File: config.mk
export PLATFORM = sky130hd
export DESIGN_NAME = rst_seq_ctrl
export DESIGN_NICKNAME = d
export VERILOG_FILES = /design/src/rtl/rst_seq_pkg.sv /design/src/rtl/rst_pin_qual.sv /design/src/rtl/rst_pin_watch.sv /design/src/rtl/rst_seq_fsm.sv /design/src/rtl/rst_seq_ctrl.sv
export SDC_FILE = /design/constraint.sdc
export NUM_CORES = 1
export LEC_CHECK = 0
export BUFFER_PORTS_ARGS = -buffer_cell sky130_fd_sc_hd__buf_2
export CORE_MARGIN = 2
export CORE_UTILIZATION = 52
export DETAILED_ROUTE_END_ITERATION = 10
export PLACE_DENSITY = 0.86
export SLEW_MARGIN = 20
export SYNTH_ARGS = -nofsm -noshare
export SYNTH_HDL_FRONTEND = slang
export SYNTH_SLANG_ARGS = --single-unit
File: constraint.sdc
create_clock -name clk -period 2.54 [get_ports clk]
set_clock_uncertainty 0.2 [all_clocks]
set_input_delay 0 -clock clk [delete_from_list [all_inputs] [get_ports clk]]
set_output_delay 0 -clock clk [all_outputs]
set_load 0.05 [all_outputs]
File: src/rtl/rst_seq_pkg.sv
package rst_seq_pkg;

  // Sequencer states; the zero encoding is the deepest reset state.
  typedef enum logic [1:0] {
    ST_HOLD = 2'd0,
    ST_IDLE = 2'd1,
    ST_HARD = 2'd2,
    ST_SOFT = 2'd3
  } seq_state_e;

  // Index of each reset line inside the per-line arrays.
  localparam int unsigned LINE_HARD = 0;
  localparam int unsigned LINE_SOFT = 1;
  localparam int unsigned NUM_LINES = 2;

endpackage

File: src/rtl/rst_pin_qual.sv
// Synchroniser plus low-level qualifier for one active-low input.
module rst_pin_qual #(
  parameter int unsigned QUAL_CYC = 21
) (
  input  logic clk,
  input  logic hold,
  input  logic pin_n,
  output logic low_sync,
  output logic low_q
);
  localparam int unsigned CW = $clog2(QUAL_CYC + 1);
  localparam logic [CW-1:0] CMAX = CW'(QUAL_CYC);

  logic s1, s2;
  logic [CW-1:0] run_cnt;

  always_ff @(posedge clk) begin
    s1 <= pin_n;
    s2 <= s1;
  end

  assign low_sync = ~s2;

  // Counts consecutive low samples and saturates. Any high sample clears it,
  // so the counter settles from any start value without its own reset.
  always_ff @(posedge clk) begin
    if (hold || !low_sync)   run_cnt <= '0;
    else if (run_cnt != CMAX) run_cnt <= run_cnt + 1'b1;
  end

  assign low_q = (run_cnt == CMAX);

  // a qualified low needs the line low in the previous sample as well.
  a_r9_qual_needs_low: assert property (@(posedge clk) disable iff (hold)
    low_q |-> $past(low_sync));

endmodule

File: src/rtl/rst_pin_watch.sv
// Blanking and arming for one bidirectional reset line.
module rst_pin_watch #(
  parameter int unsigned BLANK_CYC = 16
) (
  input  logic clk,
  input  logic hold,
  input  logic drive,
  input  logic low_sync,
  input  logic low_q,
  output logic ext_req
);
  localparam int unsigned BW = $clog2(BLANK_CYC + 1);
  localparam logic [BW-1:0] BLOAD = BW'(BLANK_CYC);

  logic armed;
  logic [BW-1:0] blank_cnt;

  always_ff @(posedge clk) begin
    if (hold || drive) begin
      armed     <= 1'b0;
      blank_cnt <= BLOAD;
    end else if (!armed) begin
      if (low_sync) begin
        blank_cnt <= BLOAD;
      end else if (blank_cnt <= 1) begin
        armed     <= 1'b1;
        blank_cnt <= '0;
      end else begin
        blank_cnt <= blank_cnt - 1'b1;
      end
    end
  end

  assign ext_req = armed && low_q && !drive;

  // arming only follows a high sample of an undriven line.
  a_r8_arm_after_high: assert property (@(posedge clk) disable iff (hold)
    $rose(armed) |-> $past(!drive && !low_sync));

  // pulling the line disarms detection in the next cycle.
  a_r7_disarm_on_drive: assert property (@(posedge clk) disable iff (hold)
    drive |=> !armed);

endmodule

File: src/rtl/rst_seq_fsm.sv
// Reset sequencer: priority, shared drive counter and strobes.
module rst_seq_fsm
  import rst_seq_pkg::*;
#(
  parameter int unsigned DRIVE_CYCLES = 512
) (
  input  logic clk,
  input  logic por_active,
  input  logic pll_locked,
  input  logic limp_en,
  input  logic hard_req,
  input  logic soft_req,
  output logic hard_drive,
  output logic soft_drive,
  output logic hcfg_stb,
  output logic dbg_stb,
  output logic mode_stb
);
  localparam int unsigned CW = (DRIVE_CYCLES > 1) ? $clog2(DRIVE_CYCLES) : 1;
  localparam logic [CW-1:0] LAST = CW'(DRIVE_CYCLES - 1);

  seq_state_e    state;
  logic [CW-1:0] cnt;
  logic          por_d;

  always_ff @(posedge clk) begin
    por_d <= por_active;
    if (por_active) begin
      state <= ST_HOLD;
      cnt   <= '0;
    end else begin
      unique case (state)
        ST_HOLD: begin
          if (pll_locked || limp_en) begin
            state <= ST_HARD;
            cnt   <= '0;
          end
        end
        ST_IDLE: begin
          if (hard_req) begin
            state <= ST_HARD;
            cnt   <= '0;
          end else if (soft_req) begin
            state <= ST_SOFT;
            cnt   <= '0;
          end
        end
        ST_HARD: begin
          if (cnt == LAST) state <= ST_IDLE;
          else             cnt   <= cnt + 1'b1;
        end
        ST_SOFT: begin
          if (hard_req) begin
            state <= ST_HARD;
            cnt   <= '0;
          end else if (cnt == LAST) begin
            state <= ST_IDLE;
          end else begin
            cnt <= cnt + 1'b1;
          end
        end
        default: state <= ST_HOLD;
      endcase
    end
  end

  assign hard_drive = (state == ST_HOLD) || (state == ST_HARD);
  assign soft_drive = (state != ST_IDLE);
  assign hcfg_stb   = (state == ST_HARD) && (cnt == LAST);
  assign dbg_stb    = (state == ST_SOFT) && (cnt == LAST) && !hard_req;
  assign mode_stb   = por_d && !por_active;

  a_r2_hold_waits: assert property (@(posedge clk) disable iff (por_active)
    (state == ST_HOLD && !pll_locked && !limp_en) |=> state == ST_HOLD);

  a_r4_hard_ends: assert property (@(posedge clk) disable iff (por_active)
    (state == ST_HARD && cnt == LAST) |=> state == ST_IDLE);

  a_r5_soft_ends: assert property (@(posedge clk) disable iff (por_active)
    (state == ST_SOFT && cnt == LAST && !hard_req) |=> state == ST_IDLE);

  a_r10_hard_over_soft: assert property (@(posedge clk) disable iff (por_active)
    (state == ST_SOFT && hard_req) |=> (state == ST_HARD && cnt == '0));

  a_r10_soft_dropped: assert property (@(posedge clk) disable iff (por_active)
    (state == ST_HARD && cnt != LAST) |=> state == ST_HARD);

endmodule

File: src/rtl/rst_seq_ctrl.sv
module rst_seq_ctrl
  import rst_seq_pkg::*;
#(
  parameter int unsigned CLK_PERIOD_NS = 5,
  parameter int unsigned QUAL_NS       = 100,
  parameter int unsigned DRIVE_CYCLES  = 512,
  parameter int unsigned BLANK_CYCLES  = 16,
  parameter int unsigned MODE_W        = 3,
  parameter int unsigned CFG_W         = 32,
  parameter int unsigned DBG_W         = 2
) (
  input  logic              clk,
  input  logic              por_pin_n,
  input  logic              pll_locked,
  input  logic              limp_en,
  input  logic              hard_pin_n,
  output logic              hard_pull,
  input  logic              soft_pin_n,
  output logic              soft_pull,
  input  logic              int_hard_req,
  input  logic              int_soft_req,
  input  logic [MODE_W-1:0] mode_pins,
  input  logic [CFG_W-1:0]  data_bus,
  input  logic [DBG_W-1:0]  dbg_pins,
  output logic              mode_stb,
  output logic [MODE_W-1:0] mode_cfg,
  output logic              hcfg_stb,
  output logic [CFG_W-1:0]  hcfg_word,
  output logic              dbg_stb,
  output logic [DBG_W-1:0]  dbg_cfg
);
  localparam int unsigned QUAL_CYC = QUAL_NS / CLK_PERIOD_NS + 1;

  logic por_active;
  logic por_sync_lo;
  logic [NUM_LINES-1:0] line_pin_n, line_pull, line_lo, line_q, line_ext;

  rst_pin_qual #(.QUAL_CYC(QUAL_CYC)) u_por_qual (
    .clk(clk), .hold(1'b0), .pin_n(por_pin_n),
    .low_sync(por_sync_lo), .low_q(por_active)
  );

  assign line_pin_n[LINE_HARD] = hard_pin_n;
  assign line_pin_n[LINE_SOFT] = soft_pin_n;
  assign line_pull[LINE_HARD]  = hard_pull;
  assign line_pull[LINE_SOFT]  = soft_pull;

  // One qualifier and watcher per line; only the hard line is filtered.
  for (genvar i = 0; i < NUM_LINES; i++) begin : g_line
    rst_pin_qual #(.QUAL_CYC(i == LINE_HARD ? QUAL_CYC : 1)) u_qual (
      .clk(clk), .hold(por_active), .pin_n(line_pin_n[i]),
      .low_sync(line_lo[i]), .low_q(line_q[i])
    );
    rst_pin_watch #(.BLANK_CYC(BLANK_CYCLES)) u_watch (
      .clk(clk), .hold(por_active), .drive(line_pull[i]),
      .low_sync(line_lo[i]), .low_q(line_q[i]), .ext_req(line_ext[i])
    );
  end

  rst_seq_fsm #(.DRIVE_CYCLES(DRIVE_CYCLES)) u_fsm (
    .clk(clk), .por_active(por_active),
    .pll_locked(pll_locked), .limp_en(limp_en),
    .hard_req(int_hard_req || line_ext[LINE_HARD]),
    .soft_req(int_soft_req || line_ext[LINE_SOFT]),
    .hard_drive(hard_pull), .soft_drive(soft_pull),
    .hcfg_stb(hcfg_stb), .dbg_stb(dbg_stb), .mode_stb(mode_stb)
  );

  always_ff @(posedge clk) begin
    if (mode_stb) mode_cfg <= mode_pins;
  end

  always_ff @(posedge clk) begin
    if (por_active) begin
      hcfg_word <= '0;
      dbg_cfg   <= '0;
    end else begin
      if (hcfg_stb) hcfg_word <= data_bus;
      if (dbg_stb)  dbg_cfg   <= dbg_pins;
    end
  end

  a_r11_hcfg_single: assert property (@(posedge clk) disable iff (por_active)
    hcfg_stb |=> !hcfg_stb);

  a_r11_dbg_single: assert property (@(posedge clk) disable iff (por_active)
    dbg_stb |=> !dbg_stb);

  a_r3_mode_single: assert property (@(posedge clk) disable iff (por_active)
    mode_stb |=> !mode_stb);

  a_r5_soft_alone: assert property (@(posedge clk) disable iff (por_active)
    dbg_stb |-> (soft_pull && !hard_pull));

  a_r4_release_after_hcfg: assert property (@(posedge clk) disable iff (por_active)
    hcfg_stb |=> (!hard_pull && !soft_pull));

  a_r1_por_no_strobe: assert property (@(posedge clk)
    por_sync_lo && por_active |-> !hcfg_stb && !dbg_stb);

endmodule

==> results of run 1 <==
## power by group
part           switching [mW]  leakage [nW]  internal [mW]
registers              0.0855         0.641           1.31
logic                   0.152          1.20          0.149
clock network           0.462         0.111          0.519
total                   0.699          1.95           1.98
## routing by layer
metal / vias to the layer above / wire [um]
li1: 1537 / -
met2: 133 / 4195
met1: 1476 / 3270
met4: 0 / 163
met5: - / 0
met3: 19 / 549
## metrics by stage
| stage | cell area, sq um | worst slack [ps] |
|---|---|---|
| after floorplan | 3187 | 574.9 |
| after global placement | 3677 | 539.3 |
| after detailed placement | 3677 | 479.8 |
| after CTS | 4342 | 146.4 |
| after global routing | 4343 | 93.21 |
| final | 4343 | 277.6 |
## area by class of cell
| class | instances | share of cell area, % |
|---|---|---|
| flip-flops and latches | 78 | 36.65 |
| multi-input cells | 258 | 33.88 |
| repair buffers | 136 | 21.15 |
| clock buffers | 11 | 3.486 |
| well taps | 75 | 2.161 |
| clock inverters | 5 | 1.441 |
| inverters | 14 | 1.239 |
## cells in the final DEF (no fill, tap or decap), drive strengths merged, types with 2 or more instances in the layout
| cell type | instances |
|---|---|
| a211oi | 4 |
| a21oi | 53 |
| a31oi | 3 |
| and2 | 3 |
| and4 | 3 |
| buf | 91 |
| clkbuf | 11 |
| dfxtp | 75 |
| dlygate4sd3 | 45 |
| edfxtp | 3 |
| ha | 9 |
| inv | 17 |
| mux2i | 2 |
| nand2 | 78 |
| nand3 | 10 |
| nand3b | 3 |
| nand4 | 8 |
| nand4b | 3 |
| nor2 | 20 |
| nor3 | 7 |
| o21ai | 11 |
| o21bai | 2 |
| o31ai | 5 |
| or3 | 4 |
| or4 | 6 |
| xnor2 | 4 |
| xor2 | 4 |
## synthesized netlist by cell type (2+ instances only)
library cell | number | area [sq um]
inv_2 | 2 | 7.510
buf_2 | 5 | 25.02
a31oi_1 | 3 | 18.77
and4_1 | 3 | 26.28
o21bai_1 | 2 | 15.01
clkbuf_1 | 6 | 22.52
xnor2_1 | 4 | 35.03
nand4b_1 | 3 | 26.28
and2_1 | 3 | 18.77
mux2i_1 | 2 | 20.02
a21oi_1 | 52 | 260.3
or4_1 | 6 | 45.04
xor2_1 | 4 | 35.03
nor3_1 | 6 | 30.03
o31ai_1 | 5 | 37.54
ha_1 | 9 | 112.6
nand2_1 | 78 | 292.8
buf_1 | 2 | 7.510
o21ai_0 | 7 | 35.03
nand4_1 | 7 | 43.79
dfxtp_1 | 75 | 1501
nand3_1 | 10 | 50.05
o21ai_1 | 3 | 15.01
edfxtp_1 | 3 | 90.09
or3_1 | 4 | 25.02
nand3b_1 | 3 | 22.52
nor2_1 | 20 | 75.07
a211oi_1 | 4 | 30.03
inv_1 | 12 | 45.04
## worst max-delay path by stage
stage | startpoint | end | slack, ps
after detailed placement | g_line[0].u_qual.run_cnt[0] | u_fsm.cnt[3] | 480
after CTS | u_fsm.cnt[0] | hcfg_stb | 150
after global placement | g_line[0].u_qual.run_cnt[0] | u_fsm.cnt[5] | 540
final | u_fsm.cnt[0] | hcfg_stb | 280
after global routing | u_fsm.cnt[0] | hcfg_stb | 90
after floorplan | u_fsm.cnt[0] | hcfg_word[21] | 570
## kinds of logic (layout without fill, tap and decap cells)
logic type      count (synthesis)  after routing  share of synthesized area (%)
xor+xnor                        8              8                          2.198
fa+ha+maj                       9              9                          3.534
flops                          78             78                          49.94
buf+inv                        29            166                          3.887
compound gates                 88             88                          17.08
mux                             2              2                         0.6282
simple gates                  151            151                          22.73
## critical path, cell delays in order, from the launching register on
cell	delay [ps]
dfxtp_1	380
ha_1	220
and4_1	310
nand4_2	140
clkinv_2	330
buf_2	340
## state kept, by name, indices dropped and copies added (netlist names)
register,flops
dbg_cfg,2
g_line.u_watch.blank_cnt,10
u_por_qual.s1,1
u_por_qual.s2,1
g_line.u_watch.armed,2
g_line.u_qual.run_cnt,5
g_line.u_qual.low_q,1
u_fsm.por_d,1
mode_cfg,3
hcfg_word,32
g_line.u_qual.s1,2
u_fsm.state,2
g_line.u_qual.s2,2
u_por_qual.run_cnt,5
u_fsm.cnt,9
## timing repair
action / CTS / global route
hold buffers: 45 / 0
hold endpoints to repair: 43 / 0
resized for setup: 0 / 1
setup endpoints to repair: 0 / 1
==> metrics.md, run 1 <==
| Metric | Value |
|---|---|
| Worst VDD drop | `460.5 uV` |
| # nets final | `551` |
| Worst Path Required | `2340 ps` |
| Post-route ant nets | `0` |
| FMAX | `442.0 MHz` |
| Hold Crit Depth | `5` |
| GR Util met2 | `43.95%` |
| Synthesized Nets | `419` |
| Cell Area, Synth | `3187 sq um` |
| Post-CTS setup buffer count | `0` |
| Met3 usage in global routing | `6.630%` |
| Routed vias | `3165` |
| Post-synthesis instance total | `365` |
| Worst-margin pin slew | `443.4 ps` |
| CTS tree | `done` |
| Fin crit period | `2262 ps` |
| Met1 Use GR | `28.53%` |
| Total track usage | `25.11%` |
| Die width | `82.29 um` |
| First-pass DRT Iterations | `4` |
| Max H-tree Level | `3` |
| Synthesis warning total | `0` |
| Crit path max fanout | `33` |
| Clock buffer count from CTS | `9` |
| Rows | `28` |
| Clk root buf | `clkbuf_8` |
| Wire length per cell | `14.17 um` |
| RSZ-0062 raised after global routing | `false` |
| Slew Limit Fails | `0` |
| Grt peak-use layer | `met2` |
| Initial Util | `53.83%` |
| CTS Sinks | `78` |
| Area of the multi-input gates | `1471 sq um` |
| Ant. Diodes | `0` |
| Slew margin rel. | `70.21%` |
| Final hold vios | `0` |
| Die ar. | `6771 sq um` |
| Unique masters post-synth | `51` |
| Syn Area/Cell | `8.731 sq um` |
| Post-layout util | `73.35%` |
| R2r startpoint | `u_fsm.cnt[0]` |
| Worst R2R Setup Slack | `300 ps` |
| Routed WL | `8178 um` |
| Post-synthesis sequential area ratio | `49.94%` |
| Worst hold start | `limp_en` |
| Startpoint Class | `register` |
| CP Class | `reg2out` |
| Final RePlAce weighted congestion | `0.8960` |
| Fill count | `389` |
| Flops & latches, synth | `78` |
| Max Cap Viol | `0` |
| Layout Area Growth over Synthesis | `36.28%` |
| Reg-to-reg endpoint | `dbg_cfg[0]` |
| Power per cell area | `616.5 nW/um^2` |
| CTS Buffer Depth | `2` |
| Top Ports | `87` |
| First-pass GRT wire length | `13120 um` |
| Worst R2R Path Depth | `6` |
| Share of cells above drive strength 1 | `23.11%` |
| Final setup fails | `0` |
| Overflow after GRT | `0` |
| Cell Count, Final, Fillers Out | `577` |
| Buffers on Ports | `86` |
| Total negative slack | `0 ps` |
| CP arrival | `2060 ps` |
| Leak | `1.954 nW` |
| CORE AREA | `5921 sq um` |
| Status | `completed` |
| Vias per cell | `5.485` |
| Worst-Skew Late Latency | `340 ps` |
| Total Power | `2.677 mW` |
| Worst-path clk slew | `90 ps` |
| Setup crit end kind | `output port` |
| Worst Hold Endpoint | `u_fsm.cnt[4]` |
| DR iter-0 viols | `205` |
| Prevailing post-synth register cell | `dfxtp_1` |
| Pin count of the biggest net entering global routing | `40` |
| Register area | `1592 sq um` |
| Worst hold path type | `in2reg` |
| Die span in y | `82.29 um` |
| Inst Count DP | `516` |
| Min Hold Slack | `60.35 ps` |
| EDFF count, synth | `3` |
| Ys async rst share | `0%` |
| Final period util | `89.07%` |
| DRC violations left | `0` |
| Vias in the first global route | `3008` |
| Initial antenna violation count | `0` |
| DPL Wire Length | `4956 um` |
Power figures use the tool's default switching activity.
==> run 2: changes to the inputs <==
- ABC_AREA: not set -> 1
- CORE_ASPECT_RATIO: not set -> 0.6
==> metrics.md, run 2 <==
| Metric | Value |
|---|---|
| Initial antenna violation count | `0` |
| Routed WL | `8922 um` |
| DRC violations left | `0` |
| RSZ-0062 raised after global routing | `false` |
| Initial Util | `53.67%` |
| Final period util | `91.47%` |
| Fin crit period | `2323 ps` |
| Prevailing post-synth register cell | `dfxtp_1` |
| Final setup fails | `0` |
| Biggest regs | `hcfg_word x32, g_line.u_watch.blank_cnt x10, u_fsm.cnt x9` |
| CORE AREA | `6111 sq um` |
| Rows | `22` |
| Setup crit end kind | `output port` |
| Max reg flops | `32` |
| Worst path max stage delay | `380 ps` |
| Worst VDD drop | `417.8 uV` |
| Clock power share | `34.2%` |
| Worst hold path type | `in2reg` |
| Largest family of logic cells by synthesized area | `simple AND/OR/NAND/NOR gates` |
| Max Cap Viol | `0` |
| Routed vias | `3324` |
| Final hold vios | `0` |
| Leak | `2.234 nW` |
| Post-synthesis sequential area ratio | `48.53%` |
| Total track usage | `27.03%` |
| Clk root buf | `clkbuf_8` |
| Die span in y | `65.52 um` |
| Inst Count DP | `591` |
| Commonest non-fill, non-tap cell in the layout | `nor2_1` |
| Slew margin rel. | `77.48%` |
| Most frequent cells in the layout | `93 x nor2_1, 86 x buf_2, 75 x dfxtp_1` |
| CP Class | `reg2out` |
| Die ar. | `6979 sq um` |
| Synth Area in Compound Gates | `11.10%` |
| DPL Wire Length | `5428 um` |
| CTS Sinks | `78` |
| Ys async rst share | `0%` |
| Internal power | `2.080 mW` |
| # nets final | `617` |
| Flops & latches, synth | `78` |
| CP max-delay cell | `dfxtp_1` |
| DR iter-0 viols | `221` |
| Die width | `106.5 um` |
| Top Ports | `87` |
| Worst-path clk slew | `80 ps` |
| FMAX | `430.4 MHz` |
| Share of total power in sequential cells | `47.2%` |
| Top cell by count, worst path | `nand3_2` |
| Synthesis warning total | `0` |
| Crit path max fanout | `33` |
| CTS Buffer Depth | `2` |
| First-pass DRT Iterations | `5` |
| Slew Limit Fails | `0` |
| CTS resizes | `0` |
| Synthesized Nets | `483` |
| First-pass GRT wire length | `14880 um` |
| Worst-margin pin slew | `336.5 ps` |
| Worst-path cell chain | `ha_1, nand3_2, inv_2, nand3_2, nor2_4, nand2_4, inv_4, buf_2` |
| Switching Fraction | `29.44%` |
| Post-synthesis mux area share | `0%` |
| EDFF count, synth | `3` |
| Top-area cell type share of the netlist area | `45.78%` |
| Status | `completed` |
| Layout Area Growth over Synthesis | `35.48%` |
| CTS tree | `done` |
| Overflow after GRT | `0` |
| Buffers on Ports | `86` |
| Switch Pwr | `0.8682 mW` |
| Final RePlAce weighted congestion | `0.8770` |
| Post-Synth Simple-Gate Area | `25.49%` |
| Synth Area in XOR/XNOR | `2.938%` |
| CP arrival | `2120 ps` |
| Combinational share of power | `18.5%` |
| Syn Area/Cell | `7.644 sq um` |
| Worst Path Required | `2340 ps` |
| Clock buffer count from CTS | `9` |
| Post-synthesis instance total | `429` |
| Synth cell count leaders | `93 x nor2_1, 75 x dfxtp_1, 59 x nand2_1, 46 x inv_1, 31 x o21ai_0` |
| Post-route ant nets | `0` |
| Ant. Diodes | `0` |
| Share of cells above drive strength 1 | `20.60%` |
| Adder-Cell Fraction of Synth Area | `3.434%` |
| Top cells by area, synth | `dfxtp_1 46%, nor2_1 11%, nand2_1 6.8%` |
| Pin count of the biggest net entering global routing | `34` |
| Most common cell in the netlist | `nor2_1` |
| Startpoint Class | `register` |
| Largest reg by FF count | `hcfg_word` |
| Max H-tree Level | `3` |
| Cell Area, Synth | `3279 sq um` |
| Worst-Skew Late Latency | `350 ps` |
| Unique masters post-synth | `33` |
| Wire length per cell | `13.68 um` |
| Vias per cell | `5.098` |
| Vias in the first global route | `3317` |
| Synth area leader | `dfxtp_1` |
| Total negative slack | `0 ps` |
| Power per cell area | `663.6 nW/um^2` |
| Cell Count, Final, Fillers Out | `652` |
run 2: changes by cell type after synthesis, sizes merged, moves of 6 or more:
cell   delta
o21ai    +38
nor2     +75
a21oi    -39
inv      +36
nand4     -6
nand3    +19
or4       -6
nand2    -17
run 2: layer usage:
| layer | wire length, um | track usage, % |
|---|---|---|
| met5 | 0 | 0 |
| met4 | 334 | 12.01 |
| met3 | 585 | 9.226 |
| met2 | 4254 | 45.83 |
| met1 | 3747 | 31.48 |
run 2: cells by family after synthesis:
kind of cell	after synthesis
AO/OA/AOI/OAI	70
XOR/XNOR	11
adder cells (fa/ha/maj)	9
buffers and inverters	64
flip-flops	78
AND/OR/NAND/NOR	197
run 2: final timing paths:
| check | start | end | slack, ps | cells after the start |
|---|---|---|---|---|
| setup / recovery | u_fsm.cnt[0] | hcfg_stb | 220 | 8 |
| hold / removal | int_hard_req | u_fsm.cnt[3] | 50 | 8 |
| setup reg to reg | u_fsm.cnt[0] | dbg_cfg[0] | 250 | 8 |
| hold reg to reg | u_por_qual.s1 | u_por_qual.s2 | 130 | 0 |
run 2: per-stage QoR:
stage	util, %	setup slack, ps	total power [mW]	area, sq um	hold WS, ps
detailed placement	61.65	609.0	1.850	3767	-95.60
finish	72.71	216.6	2.948	4443	49.41
global route	72.71	66.02	3.107	4443	67.44
global placement	61.65	650.3	1.819	3767	-95.69
floorplan	-	1.488	1.711	3279	-172.3
CTS	72.71	223.2	2.895	4443	24.01
run 2: timing repair:
| item | CTS | global route |
|---|---|---|
| hold endpoints to repair | 42 | 0 |
| hold buffers | 45 | 0 |
| setup buffers | 0 | 0 |
| endpoints found under the setup margin | 0 | 0 |
run 2: cell type report:
class,count,area [sq um]
clock buffer,11,162.7
sequential,78,1592
timing repair buffer,136,918.4
tap,84,105.1
fill,441,1668
multi-input combinational,287,1409
clock inverter,5,62.56
inverter,51,193.9
run 2: worst max-delay path, delay by kind of cell (launching register included):
kind / cells / cell delay (ps)
AND/OR/NAND/NOR: 4 / 460
flip-flops: 1 / 380
buffers and inverters: 3 / 700
adder cells (fa/ha/maj): 1 / 220
run 2: power by group through the flow:
stage               Combinational (mW)  Clock, mW  Sequential (mW)
floorplan                        0.317          0             1.39
detailed placement               0.437          0             1.41
finish                           0.547       1.01             1.39
global route                     0.617       1.09             1.40
CTS                              0.494       1.02             1.39
global placement                 0.414          0             1.41
